**src/rtl/crb_pkg.sv**
```systemverilog
`timescale 1ns/1ps
package crb_pkg;
  localparam int DEF_DATA_W   = 14;
  localparam int DEF_NUM_REGS = 4;

  // effective sequence length: 0 counts as 1, oversize saturates
  function automatic int clamp_len(input int v, input int n);
    if (v < 1) return 1;
    if (v > n) return n;
    return v;
  endfunction
endpackage

```
**src/rtl/crb_ptr_ctrl.sv**
```systemverilog
`timescale 1ns/1ps
module crb_ptr_ctrl #(
  parameter int NUM_REGS = crb_pkg::DEF_NUM_REGS,
  parameter int LEN_W    = $clog2(NUM_REGS + 1),
  parameter int IDX_W    = $clog2(NUM_REGS)
) (
  input  logic                clk,
  input  logic                rst,
  input  logic                seq_start,
  input  logic                done,
  input  logic                rd_done,
  input  logic [LEN_W-1:0]    len_in,
  output logic                wr_en,
  output logic [IDX_W-1:0]    wr_idx,
  output logic [IDX_W-1:0]    ptr,
  output logic                first,
  output logic [NUM_REGS-1:0] valid
);
  logic [LEN_W-1:0]    last_q, last_e, cnt_q, cnt_e;
  logic [NUM_REGS-1:0] valid_q, valid_e;
  logic                pend_q, pend_e, pend_d;
  logic [IDX_W-1:0]    ptr_q, ptr_d, nxt;
  logic                first_q;

  always_comb begin
    last_e  = last_q;
    valid_e = valid_q;
    cnt_e   = cnt_q;
    pend_e  = pend_q;
    if (seq_start) begin
      last_e  = LEN_W'(crb_pkg::clamp_len(int'(len_in), NUM_REGS) - 1);
      valid_e = '0;
      cnt_e   = '0;
      pend_e  = 1'b0;
    end
    wr_en  = done && (cnt_e <= last_e);
    wr_idx = cnt_e[IDX_W-1:0];
    nxt    = (ptr_q == IDX_W'(NUM_REGS - 1)) ? '0 : ptr_q + 1'b1;

    ptr_d  = ptr_q;
    pend_d = pend_e;
    if (wr_en && cnt_e == '0) begin
      ptr_d  = '0;
      pend_d = 1'b0;
    end else if (rd_done && !seq_start) begin
      if (LEN_W'(ptr_q) == last_e && valid_e[ptr_q]) begin
        ptr_d  = '0;
        pend_d = 1'b0;
      end else if (valid_e[nxt] || (wr_en && wr_idx == nxt)) begin
        ptr_d  = nxt;
        pend_d = 1'b0;
      end else begin
        pend_d = 1'b1;
      end
    end else if (pend_e && wr_en && wr_idx == nxt) begin
      ptr_d  = nxt;
      pend_d = 1'b0;
    end
  end

  always_ff @(posedge clk) begin
    if (rst) begin
      last_q  <= '0;
      cnt_q   <= '0;
      valid_q <= '0;
      pend_q  <= 1'b0;
      ptr_q   <= '0;
      first_q <= 1'b1;
    end else begin
      last_q  <= last_e;
      cnt_q   <= wr_en ? cnt_e + 1'b1 : cnt_e;
      valid_q <= valid_e | (wr_en ? (NUM_REGS'(1) << wr_idx) : '0);
      pend_q  <= pend_d;
      ptr_q   <= ptr_d;
      first_q <= (ptr_d == '0);
    end
  end

  assign ptr   = ptr_q;
  assign first = first_q;
  assign valid = valid_q;
endmodule

```
**src/rtl/crb_store.sv**
```systemverilog
`timescale 1ns/1ps
module crb_store #(
  parameter int DATA_W   = crb_pkg::DEF_DATA_W,
  parameter int NUM_REGS = crb_pkg::DEF_NUM_REGS,
  parameter int IDX_W    = $clog2(NUM_REGS)
) (
  input  logic              clk,
  input  logic              wr_en,
  input  logic [IDX_W-1:0]  wr_idx,
  input  logic [DATA_W-1:0] wr_data,
  input  logic [IDX_W-1:0]  rd_idx,
  output logic [DATA_W-1:0] rd_data
);
  logic [DATA_W-1:0] slot_q [NUM_REGS];

  for (genvar g = 0; g < NUM_REGS; g++) begin : g_slot
    always_ff @(posedge clk) begin
      if (wr_en && wr_idx == IDX_W'(g)) slot_q[g] <= wr_data;
    end
  end

  assign rd_data = slot_q[rd_idx];
endmodule

```
**src/rtl/crb_bus.sv**
```systemverilog
`timescale 1ns/1ps
module crb_bus #(
  parameter int DATA_W = crb_pkg::DEF_DATA_W
) (
  input  logic              clk,
  input  logic              rst,
  input  logic              en,
  input  logic [DATA_W-1:0] word,
  output logic [DATA_W-1:0] data,
  output logic              oe
);
  always_ff @(posedge clk) begin
    if (rst) begin
      oe   <= 1'b0;
      data <= '0;
    end else begin
      oe   <= en;
      data <= en ? word : '0;
    end
  end
endmodule

```
**src/rtl/conv_result_bank.sv**
```systemverilog
`timescale 1ns/1ps
module conv_result_bank #(
  parameter int DATA_W   = crb_pkg::DEF_DATA_W,
  parameter int NUM_REGS = crb_pkg::DEF_NUM_REGS,
  parameter int LEN_W    = $clog2(NUM_REGS + 1)
) (
  input  logic              clk,
  input  logic              rst,
  input  logic              busy_i,
  input  logic              done_i,
  input  logic [DATA_W-1:0] result_i,
  input  logic [LEN_W-1:0]  seq_len_i,
  input  logic              cs_n_i,
  input  logic              rd_n_i,
  output logic [DATA_W-1:0] data_o,
  output logic              oe_o,
  output logic              first_o
);
  localparam int IDX_W = $clog2(NUM_REGS);

  logic busy_q, rd_q, cs_q;
  logic seq_start, rd_done, wr_en;
  logic [IDX_W-1:0]    wr_idx, ptr;
  logic [NUM_REGS-1:0] valid;
  logic [DATA_W-1:0]   word;

  always_ff @(posedge clk) begin
    if (rst) begin
      busy_q <= 1'b0;
      rd_q   <= 1'b1;
      cs_q   <= 1'b1;
    end else begin
      busy_q <= busy_i;
      rd_q   <= rd_n_i;
      cs_q   <= cs_n_i;
    end
  end

  assign seq_start = busy_i && !busy_q;
  assign rd_done   = rd_n_i && !rd_q && !cs_q;

  crb_ptr_ctrl #(.NUM_REGS(NUM_REGS), .LEN_W(LEN_W), .IDX_W(IDX_W)) ctrl_i (
    .clk(clk), .rst(rst), .seq_start(seq_start), .done(done_i),
    .rd_done(rd_done), .len_in(seq_len_i), .wr_en(wr_en), .wr_idx(wr_idx),
    .ptr(ptr), .first(first_o), .valid(valid)
  );

  crb_store #(.DATA_W(DATA_W), .NUM_REGS(NUM_REGS), .IDX_W(IDX_W)) store_i (
    .clk(clk), .wr_en(wr_en), .wr_idx(wr_idx), .wr_data(result_i),
    .rd_idx(ptr), .rd_data(word)
  );

  crb_bus #(.DATA_W(DATA_W)) bus_i (
    .clk(clk), .rst(rst), .en(!cs_n_i && !rd_n_i), .word(word),
    .data(data_o), .oe(oe_o)
  );
endmodule

```
**config.mk**
```make
export PLATFORM = sky130hd
export DESIGN_NAME = conv_result_bank
export DESIGN_NICKNAME = d
export VERILOG_FILES = /design/src/rtl/crb_pkg.sv /design/src/rtl/crb_ptr_ctrl.sv /design/src/rtl/crb_store.sv /design/src/rtl/crb_bus.sv /design/src/rtl/conv_result_bank.sv
export SDC_FILE = /design/constraint.sdc
export NUM_CORES = 1
export LEC_CHECK = 0
export ABC_AREA = 1
export CORE_MARGIN = 5
export CORE_UTILIZATION = 40
export DETAILED_ROUTE_END_ITERATION = 7
export GPL_TIMING_DRIVEN = 0
export SYNTH_ARGS = -nofsm -noshare
export SYNTH_HDL_FRONTEND = slang
export SYNTH_SLANG_ARGS = --single-unit
```
**constraint.sdc**
```tcl
create_clock -name clk -period 7.6 [get_ports clk]
set_input_delay 2.28 -clock clk [delete_from_list [all_inputs] [get_ports clk]]
set_output_delay 2.28 -clock clk [all_outputs]
set_load 0.05 [all_outputs]
```
==> results.py <==
metrics = {
    "routing": {
        "drt_first_pass_iters": 4,
        "routedWlPerCell_um": 14.57,
        "drt_iter0_markers": 67,
        "vias": 2540,
        "drc": 0,
        "viasPerCell": 4.820,
        "drtAntennaViolNets": 0,
        "routed_wl_mm": 7.679,
    },
    "synthesis": {
        "yosysTopAreaCell": "edfxtp_1",
        "syn_inst": 363,
        "netlist_area_sq_mm": 0.003697,
        "synth_nets": 394,
        "yosysTopAreaCellShare_pct": 45.48,
        "synth-seq-cells": 88,
        "syn_area_per_cell_sq_um": 10.19,
        "yosysWarningCount": 0,
        "seq_area_frac_synth_pct": 62.81,
        "synth.area.top_cells": "edfxtp_1 (45%), dfxtp_1 (17%), nor2_1 (6.6%), nand2_1 (5.1%), o21ai_0 (4.1%)",
        "synth.distinct_cells": 29,
    },
    "die": {
        "fp.dieW_um": 106.1,
        "row_count": 35,
        "die_h_um": 106.1,
        "die_area_sq_mm": 0.01127,
        "core_sq_mm": 0.009109,
        "initial_utilization_pct": 40.59,
        "ios": 39,
    },
    "clock_tree": {
        "cts_buffers": 9,
        "cts_setup_buffers": 0,
        "cts_tree": "yes",
        "root_buffer": "clkbuf_8",
        "hold_buffers": 0,
        "ctsResizeCount": 0,
        "cts_sinks": 88,
        "htree_levels": 3,
        "clock_path_buffers": 2,
        "worstSkewPairLatency_ns": 0.35,
        "clkSlewWorstSetupHoldPaths_ns": 0.09,
    },
    "timing": {
        "setup-tns-final_ns": 0,
        "post-route-period-util_pct": 67.66,
        "skew_ns": 0.009494,
        "rsz0062_at_grt": "false",
        "finalHoldViolations": 0,
        "tightest_slew_ns": 0.9821,
        "max_freq_ghz": 0.1945,
        "maxSlewHeadroom_pct": 34.46,
        "report.final.slew_viol_count": 0,
        "fin_crit_ns": 5.142,
        "setup_viol": 0,
    },
    "worst_setup_path": {
        "start_kind": "primary input",
        "critPathKind": "primary input to flop",
        "r2r_end": "ctrl_i.cnt_q[2]",
        "crit_fanout": 15,
        "cp-endpoint": "ctrl_i.cnt_q[2]",
        "crit_start": "seq_len_i[2]",
        "cp-end-kind": "flop",
        "cp.required_ns": 7.85,
        "arrival_ns": 5.39,
        "worstReg2RegStart": "busy_q",
        "r2r_cells": 16,
        "ff2ff_setup_slack_ns": 4.66,
    },
    "global_route": {
        "top_usage_layer": "met2",
        "grt_pass1_vias": 2509,
        "grt_max_degree": 17,
        "grt_pass1_wl_mm": 12.40,
        "grt_use_total_pct": 14.45,
        "grtUsageMet3_pct": 4.250,
        "overflow": 0,
        "met1_usage_pct": 18.06,
        "gr-usage-met2_pct": 24.43,
        "antenna_found_initial": 0,
    },
    "pwr": {
        "leakagePower_uw": 0.001781,
        "max-vdd-ir-drop_v": 0.0001252,
        "p_total_uw": 1066,
        "power_density_mw_per_mm2": 238.0,
    },
    "placed_design": {
        "numPortBuffers": 37,
        "dp_hpwl_mm": 5.154,
        "placedCellCount": 511,
        "gp_congestion": 0.8201,
    },
    "layout": {
        "layout-drive-gt1-share_pct": 12.50,
        "final_cells": 527,
        "diodes": 0,
        "fillers": 859,
        "nNetsFinal": 442,
        "area_growth_syn_to_layout_pct": 21.08,
    },
    "hold_path": {
        "hp-class": "flop to flop",
    },
    "outcome": {
        "outcome": "complete, no violations",
    },
    "run": {
        "drv_cap": 0,
    },
}
worst min-delay path by stage:
| stage | depth (start not counted) | from | slack (ns) | endpoint |
|---|---|---|---|---|
| final | 2 | ctrl_i.valid[0] | 0.50 | ctrl_i.valid[0] |
| after global routing | 2 | ctrl_i.valid[3] | 0.52 | ctrl_i.valid[3] |
| after CTS | 2 | ctrl_i.valid[2] | 0.50 | ctrl_i.valid[2] |
| after detailed placement | 2 | ctrl_i.valid[2] | 0.48 | ctrl_i.valid[2] |
| after global placement | 2 | ctrl_i.last_q[2] | 0.48 | ctrl_i.last_q[2] |
| after floorplan | 2 | ctrl_i.valid[0] | 0.47 | ctrl_i.valid[0] |
layout by cell type (no fill, tap or decap), drive strengths merged, types with 2 or more instances in the layout:
cell type      Yosys  final
dfxtp             32     32
inv               36     38
edfxtp            56     56
nand3             21     21
buf                7      7
clkbuf             5     15
nand2             63     63
ha                 8      8
nand4              2      2
nor2              71     71
a21oi             23     23
clkinv             2      2
bufinv             0      4
o211ai             2      2
o21ai             31     31
clkdlybuf4s50      0     37
layout make-up:
class	instances	area [sq um]	area share (%)
plain buffers	12	71.32	1.593
clock buffers	10	127.6	2.851
clock inverters	6	140.1	3.130
inverters	38	142.6	3.186
multi-input cells	225	1164	25.99
flip-flops and latches	88	2322	51.87
well taps	111	138.9	3.102
repair buffers	37	370.4	8.273
where the power goes:
part | switching [uW] | internal (uW)
combinational | 66.8 | 37.9
sequential | 6.27 | 532
clock | 168 | 255
total | 241 | 825
synth_stat cells (all sizes together):
master  count
buf         7
nor3        1
edfxtp     56
clkbuf      5
nor2       71
inv        36
nand4       2
a21boi      1
or2         1
dfxtp      32
o211ai      2
ha          8
o21bai      1
a21oi      23
nand2      63
nand3      21
o21ai      31
clkinv      2
worst max-delay path, cell delays in order:
cell and delay [ns]:
clkdlybuf4s50_1 0.42, inv_1 0.11, nand2_1 0.07, ha_1 0.31
nand3_1 0.14, nand2_4 0.07, ha_1 0.30, inv_1 0.06
o21bai_1 0.06, nand2_1 0.06, nand2_1 0.07, a21boi_2 0.27
inv_2 0.10, nor2_2 0.75, inv_2 0.12, o21ai_1 0.15
a21oi_1 0.05
layer usage:
layer  vias to the layer above  part of all wire [%]
met1                      1185                    44
met5                         -                     0
met4                         0                  0.91
li1                       1296                     -
met2                        53                    50
met3                         6                   5.0
kinds of logic after synthesis:
kind of cell / count (synthesis) / share of synthesized area, %
AOI/OAI and AO/OA: 58 / 8.494
adders and majority gates: 8 / 2.707
buffers and inverters: 50 / 5.787
DFF: 88 / 62.81
and+or+nand+nor: 159 / 20.20
registers in the layout, indices dropped and copies added (netlist names):
name / flops
rd_q: 1
ctrl_i.valid: 4
cs_q: 1
bus_i.oe: 1
ctrl_i.last_q: 3
ctrl_i.first: 1
ctrl_i.pend_q: 1
bus_i.data: 14
busy_q: 1
store_i.slot_q: 56
ctrl_i.cnt_q: 3
ctrl_i.ptr: 2
per-stage QoR:
stage	util (%)	hold slack (ns)	area (sq um)	worst slack, ns
after floorplan	-	0.4651	3697	2.869
final	49.15	0.4964	4477	2.458
after detailed placement	46.21	0.4838	4209	1.985
after global placement	46.18	0.4795	4207	1.720
after CTS	49.15	0.4968	4477	2.372
after global routing	49.15	0.5208	4477	2.177
No activity file was read; power rests on OpenSTA's default activity.
